[config.mk]
export PLATFORM = sky130hd
export DESIGN_NAME = addr_latch
export DESIGN_NICKNAME = d
export VERILOG_FILES = /design/src/rtl/addr_latch_pkg.sv /design/src/rtl/alatch_ctrl.sv /design/src/rtl/alatch_decode.sv /design/src/rtl/alatch_bank.sv /design/src/rtl/addr_latch.sv
export SDC_FILE = /design/constraint.sdc
export NUM_CORES = 1
export LEC_CHECK = 0
export ABC_AREA = 1
export ABC_CLOCK_PERIOD_IN_PS = 800
export BUFFER_PORTS_ARGS = -buffer_cell sky130_fd_sc_hd__buf_2
export CORE_AREA = 5 5 42 44
export CTS_CLUSTER_DIAMETER = 120
export CTS_CLUSTER_SIZE = 20
export DETAILED_ROUTE_END_ITERATION = 8
export DIE_AREA = 0 0 47 49
export PLACE_DENSITY = 0.61
export SYNTH_ARGS = -nofsm -noshare
export SYNTH_HDL_FRONTEND = slang
export SYNTH_SLANG_ARGS = --single-unit
[constraint.sdc]
create_clock -name clk -period 0.8 [get_ports clk]
set_clock_uncertainty 0.15 [all_clocks]
set_input_delay 0.2 -clock clk [delete_from_list [all_inputs] [get_ports clk]]
set_output_delay 0.2 -clock clk [all_outputs]
set_load 0.01 [all_outputs]
[src/rtl/addr_latch_pkg.sv]
package addr_latch_pkg;

  typedef enum logic [1:0] {
    LM_WRITE = 2'd0,
    LM_HOLD  = 2'd1,
    LM_DEMUX = 2'd2,
    LM_CLEAR = 2'd3
  } lmode_t;

  // Control pair to mode
  function automatic lmode_t mode_of(input logic clr_n, input logic en_n);
    case ({clr_n, en_n})
      2'b10:   return LM_WRITE;
      2'b11:   return LM_HOLD;
      2'b00:   return LM_DEMUX;
      default: return LM_CLEAR;
    endcase
  endfunction

  // Next value of one bit given mode, selection, data and current value
  function automatic logic bit_next(input lmode_t m, input logic sel,
                                    input logic d, input logic cur);
    case (m)
      LM_WRITE: return sel ? d : cur;
      LM_DEMUX: return sel ? d : 1'b0;
      LM_HOLD:  return cur;
      default:  return 1'b0;
    endcase
  endfunction

endpackage

[src/rtl/alatch_ctrl.sv]
module alatch_ctrl
  import addr_latch_pkg::*;
(
  input  logic   clk,
  input  logic   rst,
  input  logic   en_n,
  input  logic   clr_n,
  output lmode_t mode,
  output logic   rise_evt
);

  logic en_prev_n;

  always_ff @(posedge clk) begin
    if (rst) en_prev_n <= 1'b1;
    else     en_prev_n <= en_n;
  end

  assign mode     = mode_of(clr_n, en_n);
  assign rise_evt = en_n & ~en_prev_n;

endmodule

[src/rtl/alatch_decode.sv]
module alatch_decode #(
  parameter int ADDR_W = 3,
  localparam int NBITS = 1 << ADDR_W
) (
  input  logic [ADDR_W-1:0] addr,
  output logic [NBITS-1:0]  sel
);

  for (genvar i = 0; i < NBITS; i++) begin : g_sel
    assign sel[i] = (addr == ADDR_W'(i));
  end

  always_comb begin
    a_sel_single_r6: assert ($countones(sel) == 1 || $isunknown(addr));
  end

endmodule

[src/rtl/alatch_bank.sv]
module alatch_bank
  import addr_latch_pkg::*;
#(
  parameter int NBITS = 8
) (
  input  logic             clk,
  input  logic             rst,
  input  lmode_t           mode,
  input  logic [NBITS-1:0] sel,
  input  logic             din,
  output logic [NBITS-1:0] q
);

  for (genvar i = 0; i < NBITS; i++) begin : g_bit
    always_ff @(posedge clk) begin
      if (rst) q[i] <= 1'b0;
      else     q[i] <= bit_next(mode, sel[i], din, q[i]);
    end
  end

  p_reset_r1: assert property (@(posedge clk) rst |=> q == '0);

  p_hold_r3: assert property (@(posedge clk) disable iff (rst)
    mode == LM_HOLD |=> $stable(q));

  p_clear_all_r4: assert property (@(posedge clk) disable iff (rst)
    mode == LM_CLEAR |=> q == '0);

  p_others_kept_r2: assert property (@(posedge clk) disable iff (rst)
    mode == LM_WRITE |=> (q & ~$past(sel)) == ($past(q) & ~$past(sel)));

  p_demux_one_r5: assert property (@(posedge clk) disable iff (rst)
    mode == LM_DEMUX |=> $countones(q) <= 1);

  p_demux_others_r5: assert property (@(posedge clk) disable iff (rst)
    mode == LM_DEMUX |=> (q & ~$past(sel)) == '0);

endmodule

[src/rtl/addr_latch.sv]
module addr_latch
  import addr_latch_pkg::*;
#(
  parameter int ADDR_W = 3,
  localparam int NBITS = 1 << ADDR_W
) (
  input  logic              clk,
  input  logic              rst,
  input  logic              din,
  input  logic [ADDR_W-1:0] addr,
  input  logic              en_n,
  input  logic              clr_n,
  output logic [NBITS-1:0]  q
);

  lmode_t           mode;
  logic             rise_evt;
  logic [NBITS-1:0] sel;

  alatch_ctrl u_ctrl (
    .clk      (clk),
    .rst      (rst),
    .en_n     (en_n),
    .clr_n    (clr_n),
    .mode     (mode),
    .rise_evt (rise_evt)
  );

  alatch_decode #(.ADDR_W(ADDR_W)) u_dec (
    .addr (addr),
    .sel  (sel)
  );

  alatch_bank #(.NBITS(NBITS)) u_bank (
    .clk  (clk),
    .rst  (rst),
    .mode (mode),
    .sel  (sel),
    .din  (din),
    .q    (q)
  );

  // The addressed bit tracks data while enabled
  p_follow_r6: assert property (@(posedge clk) disable iff (rst)
    !en_n |=> q[$past(addr)] == $past(din));

  // On enable release, the bit written in the last enabled cycle is intact
  p_capture_r7: assert property (@(posedge clk) disable iff (rst)
    rise_evt |-> q[$past(addr)] == $past(din));

endmodule

==> impl_metrics.ini, run 1 <==
[floorplan]
io_pins = 16
dieWidth_um = 47
design.core.area_um2 = 1400
start_util_pct = 30.9
fp-row-count = 14
die_height_um = 49
die-area_um2 = 2300

[clock_tree]
hold_buffers = 0
clock_tree.root_cell = clkbuf_4
clk_pin_slew_ps = 50
h-tree-depth = 1
clock_tree_from_tritoncts = built
worst_skew_pair.late_latency_ps = 250
tritoncts.num_buffers = 3
cts_max_path_buffers = 2
cts_num_sinks = 8

[global_routing]
grt-ovfl-total = 0
grt_start_max_net_pins = 9
wire_length_of_the_first_global_routing_pass_um = 1860
antenna_violations_before_repair = 0
grt_pass1_vias = 411
global_route.usage.total_pct = 11.3

[logic_synthesis]
synth.area.top_cells = dfxtp_1 37%, nand2_1 15%, a21boi_1 10%
synthDistinctLibCells = 11
yosys.cell_count.top_type = nand2_1
mappedNetlistArea_um2 = 433
yosys.area.top_type_share_pct = 37.0
seq_area_frac_synth_pct = 37.0
commonest_cells_in_the_synthesized_netlist = 17 x nand2_1, 9 x nor2_1, 8 x dfxtp_1, 8 x nand3_1, 6 x a21boi_1
syn_avg_cell_area_um2 = 6.87
synthesis.instances = 63
synth_nets = 71
asyncSetResetFlopFracSynth_pct = 0
synth_enable_flop_cells = 0
ys_ff_latch = 8
synth_top_area_cell = dfxtp_1
ys.flop_type = dfxtp_1
yosysWarningCount = 0

[timing]
finalMaxSlewViolations = 0
setup_repair_after_global_routing_missed_its_margin = true
timing.final.crit_share_pct = 130
maximum_clock_frequency_mhz = 963
count_of_final_setup_violators = 15
hold_ws_ps = 152
final_critical_path_setup_slack_ps = -238
timing.slew.headroom_pct = 83.4
timing_hold_violations_final = 0
timing.final.crit_period_ps = 1040
tightest_slew_ps = 249

[routing]
detail-route-antenna-nets = 0
per_cell_via_count_in_the_routed_design = 4.59
drt_iter0_drc = 1
num_vias = 468
drt-pass1-iter-count = 4
drcViolationCount = 0
route.detailed.wl_per_inst_um = 10.9
drt-total-wl_um = 1110

[setup_path]
critical_path.top_delay_family = flip-flops
critical_path.n_buffers_inverters = 1
endpoint_kind = output pin
worst-endpoint-required_ps = 450
timing.critical_path.cells = buf_6
path_max_fanout = 2
slowest_stage = dfxtp_2
r2r.worst_path.cells = 4
path_depth = 1
worst-endpoint-arrival_ps = 690
start_kind = register
worst-setup-path-type = register to output pin
maximum_single_stage_delay_on_the_critical_path_ps = 320

[placed_design]
pre_cts_ws_ps = -286
place.gp.congestion = 0.710
dp_cells = 93
dpl.hpwl_um = 770
dpl-instance-area_um2 = 566
io_buffer_count = 15

[power]
ir_worst_vdd_uv = 750
post-layout-total-power_mw = 0.910
power.clock.fraction_pct = 33.9
power.share.switching_pct = 27.2
power.combinational.fraction_pct = 20.4
p_leak_nw = 0.333
switchingPower_mw = 0.247
power.share.sequential_pct = 45.8
p_int_mw = 0.663
pwr_density_cell_nw_per_um2 = 1300

[cells_and_area]
regArea_um2 = 170
largest_reg_flops = 8
finish.cell_count_without_fillers = 102
number_of_nets_in_the_layout = 96
insertedDiodeCount = 0
nFillCells = 149
biggestRegsByFlops = u_bank.q: 8 flops
multi_input_comb_area_um2 = 278
largest-register = u_bank.q
fin_area_um2 = 699
layout-drive-gt1-share_pct = 57.0
flow.area_growth_from_synthesis_pct = 61.6

[run_status]
violations_in_the_final_reports = negative setup slack
run_status = finished, violations left

[worst_hold_path]
worstHoldPathCells = 4
timing.hold.worst.class = input port to register

[job]
max-cap-violations = 0
metal layers:
metal | vias up | track usage [%] | routed length, um
met5 | - | 0 | 0
met4 | 0 | 6.91 | 29
met3 | 4 | 4.80 | 69
met2 | 13 | 12.9 | 478
met1 | 208 | 16.5 | 535
li1 | 243 | - | -
timing repair:
action,4_1_cts,5_1_grt
setup buffers,0,6
endpoints found under the setup margin,16,16
gates resized for setup,10,4
pin swaps,7,2
endpoints found under the hold margin,0,0
power groups by stage:
stage / Clock (mW) / Sequential (mW) / Combinational, mW
after detailed placement: 0 / 0.422 / 0.151
after global routing: 0.367 / 0.417 / 0.204
after CTS: 0.332 / 0.416 / 0.161
final: 0.308 / 0.417 / 0.185
after global placement: 0 / 0.422 / 0.148
after floorplan: 0 / 0.427 / 0.0921
cell usage in the layout (no fill, tap or decap), types with 3 or more instances in the layout:
master / count
a21boi_2: 6
buf_2: 7
buf_4: 5
buf_6: 9
clkbuf_4: 3
dfxtp_2: 8
inv_1: 4
nand2_1: 16
nand3_1: 8
nor2_1: 8
nor2_4: 5
stage by stage:
stage,TNS (ps),utilization [%]
after CTS,-2150,45.7
final,-2050,49.9
after detailed placement,-2140,40.4
after floorplan,-162,-
after global routing,-2690,49.9
after global placement,-1990,40.4
worst reg2reg max path: stages, from the launching register on:
cell	delay, ps
dfxtp_2	320
buf_6	110
nand2_2	40
a21boi_2	140
nor2_1	40
layout make-up:
type / instances / share of cell area, %
Multi-Input combinational cell: 46 / 39.7
Tap cell: 16 / 2.86
Sequential cell: 8 / 24.3
Inverter: 8 / 5.01
Timing Repair Buffer: 21 / 24.9
Clock buffer: 3 / 3.22
path summary, 6_finish.rpt:
path | start | end | slack (ps)
worst max-delay path | u_bank.q[6] | q[6] | -240
worst min-delay path | rst | u_bank.q[1] | 150
worst max register to register | u_bank.q[4] | u_bank.q[4] | -100
worst min register to register | u_bank.q[3] | u_bank.q[3] | 420
kinds of logic (layout without fill, tap and decap cells):
family	Yosys count	after routing	share of synthesized area, %
buffers and inverters	9	32	8.09
AND/OR/NAND/NOR	38	38	42.2
AO/OA/AOI/OAI	8	8	12.7
flip-flops	8	8	37.0
(Power assumes the default switching activity.)
==> inputs of run 2 (changes only) <==
--- a/config.mk
+++ b/config.mk
@@ -9,5 +9,5 @@
 export ABC_CLOCK_PERIOD_IN_PS = 800
-export BUFFER_PORTS_ARGS = -buffer_cell sky130_fd_sc_hd__buf_2
+export BUFFER_PORTS_ARGS = -buffer_cell sky130_fd_sc_hd__buf_4
 export CORE_AREA = 5 5 42 44
-export CTS_CLUSTER_DIAMETER = 120
+export CTS_CLUSTER_DIAMETER = 30
 export CTS_CLUSTER_SIZE = 20
==> constraint.sdc (replaced) <==
create_clock -name clk -period 0.8 [get_ports clk]
set_clock_uncertainty 0.15 [all_clocks]
set_input_delay 0.04 -clock clk [delete_from_list [all_inputs] [get_ports clk]]
set_output_delay 0.04 -clock clk [all_outputs]
set_load 0.01 [all_outputs]
==> impl_metrics.ini, run 2 (synthesis gave the netlist of run 1 again) <==
[setup_path]
start_kind = register
worst-endpoint-required_ps = 610
cp-startpoint = u_bank.q[4]
timing.rr.start = u_bank.q[4]
path_max_fanout = 2
worst-setup-path-type = register to output pin
worst-endpoint-arrival_ps = 800
endpoint_kind = output pin

[floorplan]
design.core.area_um2 = 1400
start_util_pct = 30.9
dieWidth_um = 47
fp-row-count = 14
io_pins = 16
die_height_um = 49
die-area_um2 = 2300

[timing]
maximum_clock_frequency_mhz = 1010
timing.final.crit_period_ps = 991
setup_repair_after_global_routing_missed_its_margin = true
final_critical_path_setup_slack_ps = -191
finalMaxSlewViolations = 0
tightest_slew_ps = 336
count_of_final_setup_violators = 15
timing_hold_violations_final = 8
timing.slew.headroom_pct = 77.5
hold_ws_ps = -25.5
timing.final.crit_share_pct = 124

[placed_design]
dpl.hpwl_um = 783
dpl-instance-area_um2 = 601
pre_cts_ws_ps = -77.1
place.gp.congestion = 0.753
dp_cells = 95
io_buffer_count = 15

[cells_and_area]
number_of_nets_in_the_layout = 92
layout-drive-gt1-share_pct = 52.4
finish.cell_count_without_fillers = 98
fin_area_um2 = 676
insertedDiodeCount = 0
postLayoutCoreUtil_pct = 48.2
flow.area_growth_from_synthesis_pct = 56.1
largest_reg_flops = 8
largest-register = u_bank.q
nFillCells = 146
layout.cells.most_common = nand2_1
mostFrequentLayoutCells = 17 x nand2_1, 10 x buf_6, 9 x nor2_1
biggestRegsByFlops = u_bank.q: 8 flops

[worst_hold_path]
timing.hold.worst.start = addr[1]
timing.hold.worst.class = input port to register

[clock_tree]
tritoncts.num_buffers = 3
worst_skew_pair.late_latency_ps = 260
cts_setup_buffers = 0
cts_max_path_buffers = 2
clock_tree.root_cell = clkbuf_4
cts_num_sinks = 8
clock_tree_from_tritoncts = built
h-tree-depth = 1
clk_pin_slew_ps = 60

[job]
max-cap-violations = 0

[run_status]
run_status = finished, violations left
violations_in_the_final_reports = negative hold slack, negative setup slack

[routing]
drcViolationCount = 0
route.detailed.wl_per_inst_um = 11.9
drt-pass1-iter-count = 4
detail-route-antenna-nets = 0
per_cell_via_count_in_the_routed_design = 4.60
drt-total-wl_um = 1170
drt_iter0_drc = 5
num_vias = 451

[power]
p_leak_nw = 0.317
pwr_density_cell_nw_per_um2 = 1360
ir_worst_vdd_uv = 759

[global_routing]
antenna_violations_before_repair = 0
global_route.usage.total_pct = 12.4
wire_length_of_the_first_global_routing_pass_um = 1960
grt_pass1_vias = 437
grt_start_max_net_pins = 9
grt-ovfl-total = 0
==> run 2: cell types whose count changed in the layout (fill, tap and decap cells not counted) <==
cell,before,now
nand2_1,16,17
buf_2,7,0
nand2_2,1,0
inv_6,1,0
buf_6,9,10
buf_4,5,7
nor2_1,8,9
inv_2,2,3
nor2_4,5,4
==> run 2: through the flow <==
| step | total power, mW | hold slack, ps | TNS, ps |
|---|---|---|---|
| floorplan | 0.510 | 90.2 | -28.8 |
| global placement | 0.580 | 239 | -560 |
| detailed placement | 0.581 | 244 | -529 |
| CTS | 0.918 | -27.4 | -1050 |
| global route | 0.976 | -27.0 | -1650 |
| finish | 0.918 | -25.5 | -1020 |
==> run 2: path summary, 6_finish.rpt <==
path	end	slack, ps	depth (start not counted)
worst min register to register	u_bank.q[5]	420	4
worst max-delay path	q[4]	-190	2
worst min-delay path	u_bank.q[1]	-30	4
worst max register to register	u_bank.q[4]	-40	3
==> run 2: area by class of cell <==
type,instances,area (um2),share of cell area [%]
Timing Repair Buffer,17,165,24.4
Multi-Input combinational cell,46,268,39.6
Tap cell,16,20.0,2.96
Clock buffer,3,22.5,3.33
Inverter,8,30.0,4.44
Sequential cell,8,170,25.2
==> run 2: worst max-delay path: stages (launching register included) <==
cell and delay [ps]:
dfxtp_2 330, buf_6 110, buf_6 110
==> run 2: repair_timing <==
| item | in CTS | in global routing |
|---|---|---|
| endpoints found under the hold margin | 8 | 4 |
| pin swaps | 3 | 1 |
| resized for setup | 12 | 2 |
| setup endpoints to repair | 15 | 16 |
==> run 2: where the power goes <==
group          leakage, nW  total (mW)  switching, mW  internal, mW
sequential          0.0687       0.416        0.00655         0.410
combinational        0.235       0.172         0.0965        0.0760
clock               0.0138       0.329          0.156         0.173
==> run 2: routing by layer <==
| metal | vias up | routed length [um] | track usage [%] |
|---|---|---|---|
| met4 | 0 | 47 | 9.68 |
| met2 | 17 | 559 | 17.0 |
| met1 | 195 | 467 | 14.9 |
| met3 | 4 | 91 | 4.43 |
| li1 | 235 | - | - |
| met5 | - | 0 | 0 |
